$ cat src/rtl/erase_susp_ctrl.sv
module erase_susp_ctrl #(
  parameter int NBLK     = 8,
  parameter int SEL_WIN  = 6250,
  parameter int SUSP_LAT = 1875,
  parameter int BLK_WORK = 64,
  localparam int BLK_W   = (NBLK > 1) ? $clog2(NBLK) : 1,
  localparam int WIN_W   = $clog2(SEL_WIN + 1),
  localparam int LAT_W   = $clog2(SUSP_LAT + 1),
  localparam int WORK_W  = $clog2(NBLK * BLK_WORK + 1)
) (
  input  logic             clk,
  input  logic             rst_n,
  input  logic             cmd_suspend,
  input  logic             cmd_resume,
  input  logic             cmd_reset,
  input  logic             cmd_autosel,
  input  logic             blk_sel,
  input  logic [BLK_W-1:0] blk_sel_idx,
  input  logic             erase_tick,
  input  logic [BLK_W-1:0] addr_blk,
  output logic [2:0]       mode,
  output logic [NBLK-1:0]  erase_mask,
  output logic [1:0]       rd_sel,
  output logic             prog_ok
);

  typedef enum logic [2:0] {
    M_READ  = 3'd0,
    M_PEND  = 3'd1,
    M_ERASE = 3'd2,
    M_SUSP  = 3'd3,
    M_AUTO  = 3'd4,
    M_DRAIN = 3'd5
  } mode_t;

  mode_t             st_q;
  logic [NBLK-1:0]   mask_q;
  logic [WORK_W-1:0] work_q;
  logic [WIN_W-1:0]  win_q;
  logic [LAT_W-1:0]  lat_q;

  logic [NBLK-1:0] sel_bit;
  logic            new_blk;
  logic            running;
  logic            finish;

  assign sel_bit = NBLK'(1) << blk_sel_idx;
  assign new_blk = (mask_q & sel_bit) == '0;
  assign running = (st_q == M_ERASE) || (st_q == M_DRAIN);
  assign finish  = running && erase_tick && (work_q == WORK_W'(1));

  always_ff @(posedge clk or negedge rst_n) begin
    if (!rst_n) begin
      st_q   <= M_READ;
      mask_q <= '0;
      work_q <= '0;
      win_q  <= '0;
      lat_q  <= '0;
    end else begin
      case (st_q)
        M_READ: begin
          if (blk_sel) begin
            st_q   <= M_PEND;
            mask_q <= sel_bit;
            work_q <= WORK_W'(BLK_WORK);
            win_q  <= WIN_W'(SEL_WIN - 1);
          end
        end
        M_PEND: begin
          if (cmd_suspend) begin
            st_q <= M_SUSP;
          end else if (blk_sel) begin
            win_q <= WIN_W'(SEL_WIN - 1);
            if (new_blk) begin
              mask_q <= mask_q | sel_bit;
              work_q <= work_q + WORK_W'(BLK_WORK);
            end
          end else if (win_q == '0) begin
            st_q <= M_ERASE;
          end else begin
            win_q <= win_q - 1'b1;
          end
        end
        M_ERASE, M_DRAIN: begin
          if (finish) begin
            st_q   <= M_READ;
            mask_q <= '0;
            work_q <= '0;
          end else begin
            if (erase_tick) work_q <= work_q - 1'b1;
            if (st_q == M_ERASE) begin
              if (cmd_suspend) begin
                st_q  <= M_DRAIN;
                lat_q <= LAT_W'(SUSP_LAT - 1);
              end
            end else if (lat_q == '0) begin
              st_q <= M_SUSP;
            end else begin
              lat_q <= lat_q - 1'b1;
            end
          end
        end
        M_SUSP: begin
          if (cmd_resume)       st_q <= M_ERASE;
          else if (cmd_autosel) st_q <= M_AUTO;
        end
        M_AUTO: begin
          if (cmd_reset) st_q <= M_SUSP;
        end
        default: st_q <= M_READ;
      endcase
    end
  end

  assign mode       = st_q;
  assign erase_mask = mask_q;

  always_comb begin
    case (st_q)
      M_PEND, M_ERASE, M_DRAIN: rd_sel = 2'd1;
      M_SUSP:                   rd_sel = mask_q[addr_blk] ? 2'd1 : 2'd0;
      M_AUTO:                   rd_sel = 2'd2;
      default:                  rd_sel = 2'd0;
    endcase
  end

  assign prog_ok = (st_q == M_READ) || ((st_q == M_SUSP) && !mask_q[addr_blk]);

endmodule

$ cat config.mk
export PLATFORM = sky130hd
export DESIGN_NAME = erase_susp_ctrl
export DESIGN_NICKNAME = d
export VERILOG_FILES = /design/src/rtl/erase_susp_ctrl.sv
export SDC_FILE = /design/constraint.sdc
export NUM_CORES = 1
export LEC_CHECK = 0
export BUFFER_PORTS_ARGS = -buffer_cell sky130_fd_sc_hd__buf_2
export CORE_ASPECT_RATIO = 2
export CORE_MARGIN = 3
export CORE_UTILIZATION = 40
export DETAILED_ROUTE_END_ITERATION = 10
export PLACE_DENSITY_LB_ADDON = 0.08
export SLEW_MARGIN = 5
export SYNTH_ARGS = -nofsm -noshare
export SYNTH_HDL_FRONTEND = slang
export SYNTH_SLANG_ARGS = --single-unit
$ cat constraint.sdc
create_clock -name clk -period 2.26 [get_ports clk]
set_input_delay 0.226 -clock clk [delete_from_list [all_inputs] [get_ports clk]]
set_output_delay 0.226 -clock clk [all_outputs]
set_load 0.02 [all_outputs]
==> results.py, run 1 <==
metrics = {
    "timing": {
        "setup_tns_ns": 0,
        "slew_headroom_pct": 59.6,
        "rsz0062_at_grt": "no",
        "post-route-period-util_pct": 95.6,
        "hold_viol": 0,
        "period_needed_ns": 2.16,
        "setup_ws_ns": 0.0985,
        "worst_pin_slew_ns": 0.604,
        "fmax_ghz": 0.463,
        "clock_skew_ns": 0.00822,
        "drv_slew": 0,
        "setup_violations": 0,
    },
    "final_layout": {
        "num-nets-final": 396,
        "syn2layout_area_growth_pct": 16.6,
        "drive_gt1_share_pct": 18.1,
        "final_cells": 465,
        "antenna_cells": 0,
    },
    "placed_design": {
        "io_buffer_count": 27,
        "place.gp.congestion": 0.868,
        "dp.final_hpwl_um": 5780,
        "dp.cells": 456,
        "place_ws_ns": 0.181,
    },
    "power_and_ir_drop": {
        "p_leak_uw": 0.00145,
        "seq_power_share_pct": 32.0,
        "clock_power_share_pct": 16.4,
        "comb_power_share_pct": 51.6,
        "switching_share_pct": 45.9,
        "vdd_drop_max_mv": 0.534,
        "p_per_area_nw_per_um2": 1310,
        "p_int_uw": 2380,
        "switchingPower_uw": 2020,
    },
    "drt": {
        "drt_iter0_drc": 116,
        "dr.pass1.iters": 4,
        "wire_per_inst_um": 16.5,
        "drtAntennaViolNets": 0,
        "vias": 2617,
        "wirelength_um": 7670,
        "drc": 0,
        "via_per_inst": 5.63,
    },
    "worst_setup_path": {
        "r2r_end": "work_q[6]",
        "worstReg2RegStart": "mode[0]",
        "end_kind": "output port",
        "path_cells": "mux4_2 -> mux2i_2 -> nand3_1 -> a21oi_1 -> buf_2",
        "rrSetupSlack_ns": 0.18,
        "slowest_stage": "mux4_2",
        "cpPeakStageDelay_ns": 0.49,
        "cp-startpoint": "erase_mask[7]",
        "critPathMaxFanout": 5,
        "path_class": "flip-flop to output port",
        "arrival_ns": 1.94,
        "crit_required_ns": 2.03,
        "rr_worst_depth": 7,
        "start_kind": "flip-flop",
        "worstSetupEndpoint": "prog_ok",
    },
    "flow_run": {
        "maxCapViolations": 0,
    },
    "floorplanning": {
        "ios": 28,
        "initial_utilization_pct": 41.3,
        "coreArea_sq_um": 6940,
        "die_area_sq_um": 8290,
        "die_w_um": 65.9,
        "fp.dieH_um": 126,
        "placementRows": 43,
    },
    "min_path": {
        "hold_class": "primary input to flip-flop",
        "min_path_cells": 2,
    },
    "synth": {
        "synth_top_family_by_area": "simple AND/OR/NAND/NOR gates",
        "yosysSeqAreaShare_pct": 39.2,
        "syn_area_per_cell_sq_um": 8.49,
        "synth.cell_area_sq_um": 2870,
        "synth_xor_area_share_pct": 2.75,
        "ys_ff_latch": 45,
        "yosys.area_share.simple_pct": 25.0,
        "ys_dominant_reg_cell": "dfrtp_1",
        "synth_nets": 360,
        "synthAdderAreaFrac_pct": 3.49,
        "ys_async_sr_fraction_pct": 100,
        "synth_compound_area_share_pct": 20.7,
        "synth_edf_count": 0,
        "synthMuxAreaShare_pct": 4.49,
        "netlist_instances": 338,
        "synth.distinct_cells": 56,
        "ys_warn_count": 0,
    },
    "status": {
        "status": "finished clean",
    },
    "grt": {
        "antenna_found_initial": 0,
        "grt_use_total_pct": 19.9,
        "grt_pass1_wl_um": 12800,
        "grt_pass1_vias": 2676,
        "grt_max_degree": 46,
        "overflow": 0,
    },
    "clock_tree": {
        "cts_root_buffer": "clkbuf_16",
        "cts_buffers": 5,
        "clkSinkCount": 45,
        "max-clock-path-buffers": 2,
        "cts_tree": "built",
        "clk_pin_slew_worst_paths_ns": 0.07,
        "cts_max_level": 2,
        "worstSkewPairLatency_ns": 0.29,
    },
}
[kinds of logic (layout without fill, tap and decap cells)]
group	count (synthesis)	in the layout
compound gates	94	94
xor+xnor	9	9
fa+ha+maj	8	8
buf+inv	31	68
flops	45	45
mux	10	10
simple gates	141	141
[power by group through the flow]
stage	sequential (uW)	combinational, uW	clock (uW)
5_1_grt	1460	2540	775
2_1_floorplan	1420	1470	0
3_5_place_dp	1410	2270	0
4_1_cts	1400	2280	752
3_3_place_gp	1410	2260	0
6_report	1400	2270	722
[timing repair]
| item | CTS | global route |
|---|---|---|
| gates resized for setup | 1 | 2 |
| hold buffers | 1 | 0 |
| buffers inserted | 0 | 0 |
| endpoints found under the setup margin | 1 | 1 |
| hold endpoints to repair | 45 | 0 |
[sequential cells by signal, indices dropped and copies added (netlist names)]
register	flops
work_q	10
erase_mask	8
mode	3
win_q	13
lat_q	11
[stage by stage]
step | cell area (sq um) | utilization [%] | hold slack, ns | power (uW)
finish | 3340 | 48.2 | 0.278 | 4390
floorplan | 2870 | - | -0.0696 | 2890
global route | 3340 | 48.2 | 0.295 | 4770
detailed placement | 3190 | 45.9 | 0.230 | 3680
CTS | 3340 | 48.1 | 0.273 | 4440
global placement | 3190 | 45.9 | 0.230 | 3660
[per-layer routing]
metal	track usage, %	up-vias	wire length, um
li1	-	1304	-
met1	21.6	1257	3000
met2	36.6	43	4220
met3	2.94	13	206
met4	8.80	0	233
met5	0	-	0
[final cells by class]
cell class,count,area (sq um)
fillers,692,3600
repair buffers,44,278
clock buffers,7,133
flip-flops and latches,45,1130
multi-input cells,262,1630
inverters,16,60.1
clock inverters,1,7.51
well taps,90,113
[synthesized netlist by cell type (all sizes together), types with 5 or more instances]
cell	n	area share, %
dfrtp	45	39
nor2	40	5.2
xnor2	6	1.8
mux2i	5	1.7
and3	5	1.1
nand3	11	1.9
inv	16	2.1
a21oi	25	4.4
nand2	26	3.4
o21ai	27	4.7
o41ai	5	1.5
a31oi	9	2.0
buf	8	1.3
nor2b	6	1.4
nor4	8	1.7
or3	6	1.3
clkbuf	7	0.92
nand2b	7	1.5
ha	8	3.5
nor3	17	3.3
[worst max-delay path: cells and delay by family, from the launching register on]
kind	cells	cell delay [ns]
buf+inv	1	0.18
simple gates	1	0.12
compound gates	1	0.15
mux	2	0.77
flops	1	0.42
[worst min path at each step]
stage               startpoint             to
finish                 blk_sel       win_q[1]
floorplan                rst_n  erase_mask[0]
global route           blk_sel       win_q[1]
detailed placement       rst_n       win_q[2]
global placement         rst_n       win_q[2]
CTS                    blk_sel       win_q[1]
[layout by cell type, fill, tap and decap left out, types with 3 or more instances in the layout]
| cell type | n |
|---|---|
| o31ai_1 | 4 |
| nand2b_1 | 7 |
| mux2_2 | 3 |
| o41ai_1 | 5 |
| a211oi_1 | 3 |
| nor2b_1 | 5 |
| or3_1 | 6 |
| inv_1 | 15 |
| nor4_1 | 8 |
| a22oi_1 | 4 |
| ha_1 | 8 |
| clkbuf_16 | 5 |
| xor2_1 | 3 |
| xnor2_1 | 6 |
| nand2_1 | 26 |
| nand3_1 | 11 |
| nor3_1 | 15 |
| a31oi_1 | 9 |
| or2_2 | 3 |
| and3_1 | 5 |
| buf_2 | 27 |
| nor2_1 | 40 |
| mux2i_1 | 4 |
| dfrtp_1 | 45 |
| o22ai_1 | 3 |
| a21oi_1 | 25 |
| o21ai_0 | 26 |
| buf_4 | 15 |
No activity file was read; power rests on OpenSTA's default activity.
==> inputs of run 2 (changes only) <==
--- a/config.mk
+++ b/config.mk
@@ -8,9 +8,10 @@
 export BUFFER_PORTS_ARGS = -buffer_cell sky130_fd_sc_hd__buf_2
 export CORE_ASPECT_RATIO = 2
 export CORE_MARGIN = 3
-export CORE_UTILIZATION = 40
+export CORE_UTILIZATION = 25
 export DETAILED_ROUTE_END_ITERATION = 10
 export PLACE_DENSITY_LB_ADDON = 0.08
+export RECOVER_POWER = 100
 export SLEW_MARGIN = 5
 export SYNTH_ARGS = -nofsm -noshare
 export SYNTH_HDL_FRONTEND = slang
==> run 2 against run 1 <==
  * Via count up 1.6%
  * Non-clock buffer count up 10
  * Combinational power rose by 7%
  * Sequential share of layout area fell by 1.2 points
  * Flip-flop and latch count is the same
  * Clock power is 0.8% higher
  * Die area increased by 55%
  * Largest power group unchanged
==> results.py, run 2 (synthesis results as in run 1) <==
metrics = {
    "status": {
        "status": "finished clean",
    },
    "timing": {
        "rsz0062_at_grt": "no",
        "setup_violations": 0,
        "slew_headroom_pct": 10.8,
        "hold_viol": 0,
        "post-route-period-util_pct": 95.9,
        "drv_slew": 0,
        "setup_ws_ns": 0.0935,
        "fmax_ghz": 0.462,
        "setup_tns_ns": 0,
        "clock_skew_ns": 0.00640,
        "worst_pin_slew_ns": 1.34,
        "period_needed_ns": 2.17,
    },
    "final_layout": {
        "largestRegisters": "win_q: 13 flops, lat_q: 11 flops, work_q: 10 flops",
        "antenna_cells": 0,
        "utilization_pct": 31.3,
        "drive_gt1_share_pct": 16.9,
        "largest-register": "win_q",
        "largest_register_ff_count": 13,
        "syn2layout_area_growth_pct": 20.9,
        "final_cell_mix": "dfrtp_1 (45), nor2_1 (40), nand2_1 (26), o21ai_0 (26), a21oi_1 (25)",
        "num-nets-final": 406,
        "multi_input_area_sq_um": 1640,
        "layout_commonest_cell": "dfrtp_1",
        "seq_area_sq_um": 1130,
        "num-fill-cells": 1221,
    },
    "clock_tree": {
        "cts_buffers": 5,
        "max-clock-path-buffers": 2,
        "cts_max_level": 2,
        "postCtsSetupBuffers": 0,
        "clk_pin_slew_worst_paths_ns": 0.06,
        "cts_root_buffer": "clkbuf_16",
        "cts_tree": "built",
        "worstSkewPairLatency_ns": 0.29,
        "clkSinkCount": 45,
    },
    "power_and_ir_drop": {
        "vdd_drop_max_mv": 0.428,
        "finalPower_uw": 4530,
        "p_leak_uw": 0.00146,
        "p_per_area_nw_per_um2": 1300,
    },
    "worst_setup_path": {
        "critPathMaxFanout": 5,
        "path_cells": "mux4_2 -> mux2i_4 -> nand3_1 -> a21oi_1 -> clkbuf_2",
        "rrSetupSlack_ns": 0.12,
        "path_class": "flip-flop to output port",
        "path_delay_family": "multiplexers",
        "rr_worst_depth": 6,
        "critPathBufInv": 1,
        "worstReg2RegStart": "win_q[5]",
        "r2r_end": "win_q[4]",
        "slowest_stage": "mux4_2",
        "start_kind": "flip-flop",
        "arrival_ns": 1.94,
        "crit_required_ns": 2.03,
        "cpPeakStageDelay_ns": 0.53,
        "end_kind": "output port",
    },
    "floorplanning": {
        "fp.dieH_um": 158,
        "ios": 28,
        "initial_utilization_pct": 25.9,
        "die_w_um": 81.8,
        "coreArea_sq_um": 11100,
        "die_area_sq_um": 12900,
        "placementRows": 54,
    },
    "grt": {
        "grt_pass1_vias": 2679,
        "grt_max_degree": 26,
        "grt_pass1_wl_um": 14100,
        "antenna_found_initial": 0,
        "grt_use_total_pct": 14.4,
        "overflow": 0,
    },
    "drt": {
        "drt_iter0_drc": 90,
        "drc": 0,
        "drtAntennaViolNets": 0,
        "dr.pass1.iters": 4,
        "wire_per_inst_um": 16.6,
        "via_per_inst": 5.06,
        "vias": 2659,
        "wirelength_um": 8720,
    },
    "min_path": {
        "hold_start": "blk_sel",
        "hold_path_end": "win_q[1]",
        "hold_class": "primary input to flip-flop",
        "min_path_cells": 2,
    },
    "placed_design": {
        "io_buffer_count": 27,
        "place_ws_ns": 0.123,
        "dp.final_hpwl_um": 6910,
        "place.gp.congestion": 0.803,
    },
    "flow_run": {
        "maxCapViolations": 0,
    },
}
[run 2: final cells by class]
class	instances	share of cell area, %
clock buffer	8	3.93
timing repair buffer	54	9.56
tap	140	5.05
multi-input combinational	262	47.3
sequential	45	32.5
inverter	16	1.73
[run 2: timing repair]
action	in CTS	in global routing
hold endpoints to repair	20	0
hold buffers	1	0
gates resized for setup	1	3
pin swaps	0	0
setup endpoints to repair	2	3
[run 2: how the worst max path moves through the flow]
stage | slack, ns | cells past startpoint | from | endpoint
final | 0.09 | 5 | erase_mask[7] | prog_ok
after global routing | 0.005 | 9 | work_q[6] | lat_q[3]
after CTS | 0.01 | 5 | erase_mask[7] | prog_ok
after detailed placement | 0.12 | 6 | win_q[5] | win_q[4]
after global placement | 0.15 | 6 | win_q[5] | win_q[4]
after floorplan | 0.28 | 7 | mode[2] | mode[0]
[run 2: routing by layer]
layer / GRT usage, % / up-vias / routed length [um]
met5: 0 / - / 0
met4: 4.04 / 0 / 111
met3: 2.29 / 5 / 228
met2: 27.5 / 38 / 5010
met1: 15.8 / 1292 / 3370
li1: - / 1324 / -
[run 2: per-stage QoR]
| step | area [sq um] | hold WS, ns | instances |
|---|---|---|---|
| finish | 3470 | 0.287 | 525 |
| global route | 3470 | 0.306 | 525 |
| CTS | 3470 | 0.288 | 525 |
| detailed placement | 3320 | 0.254 | 516 |
| global placement | 3320 | 0.249 | 516 |
| floorplan | 2870 | -0.0696 | 338 |
[run 2: power by group]
part	leakage (uW)	internal, uW	switching [uW]
clock network	0.0000652	413	316
registers	0.000558	1070	309
logic	0.000838	949	1470
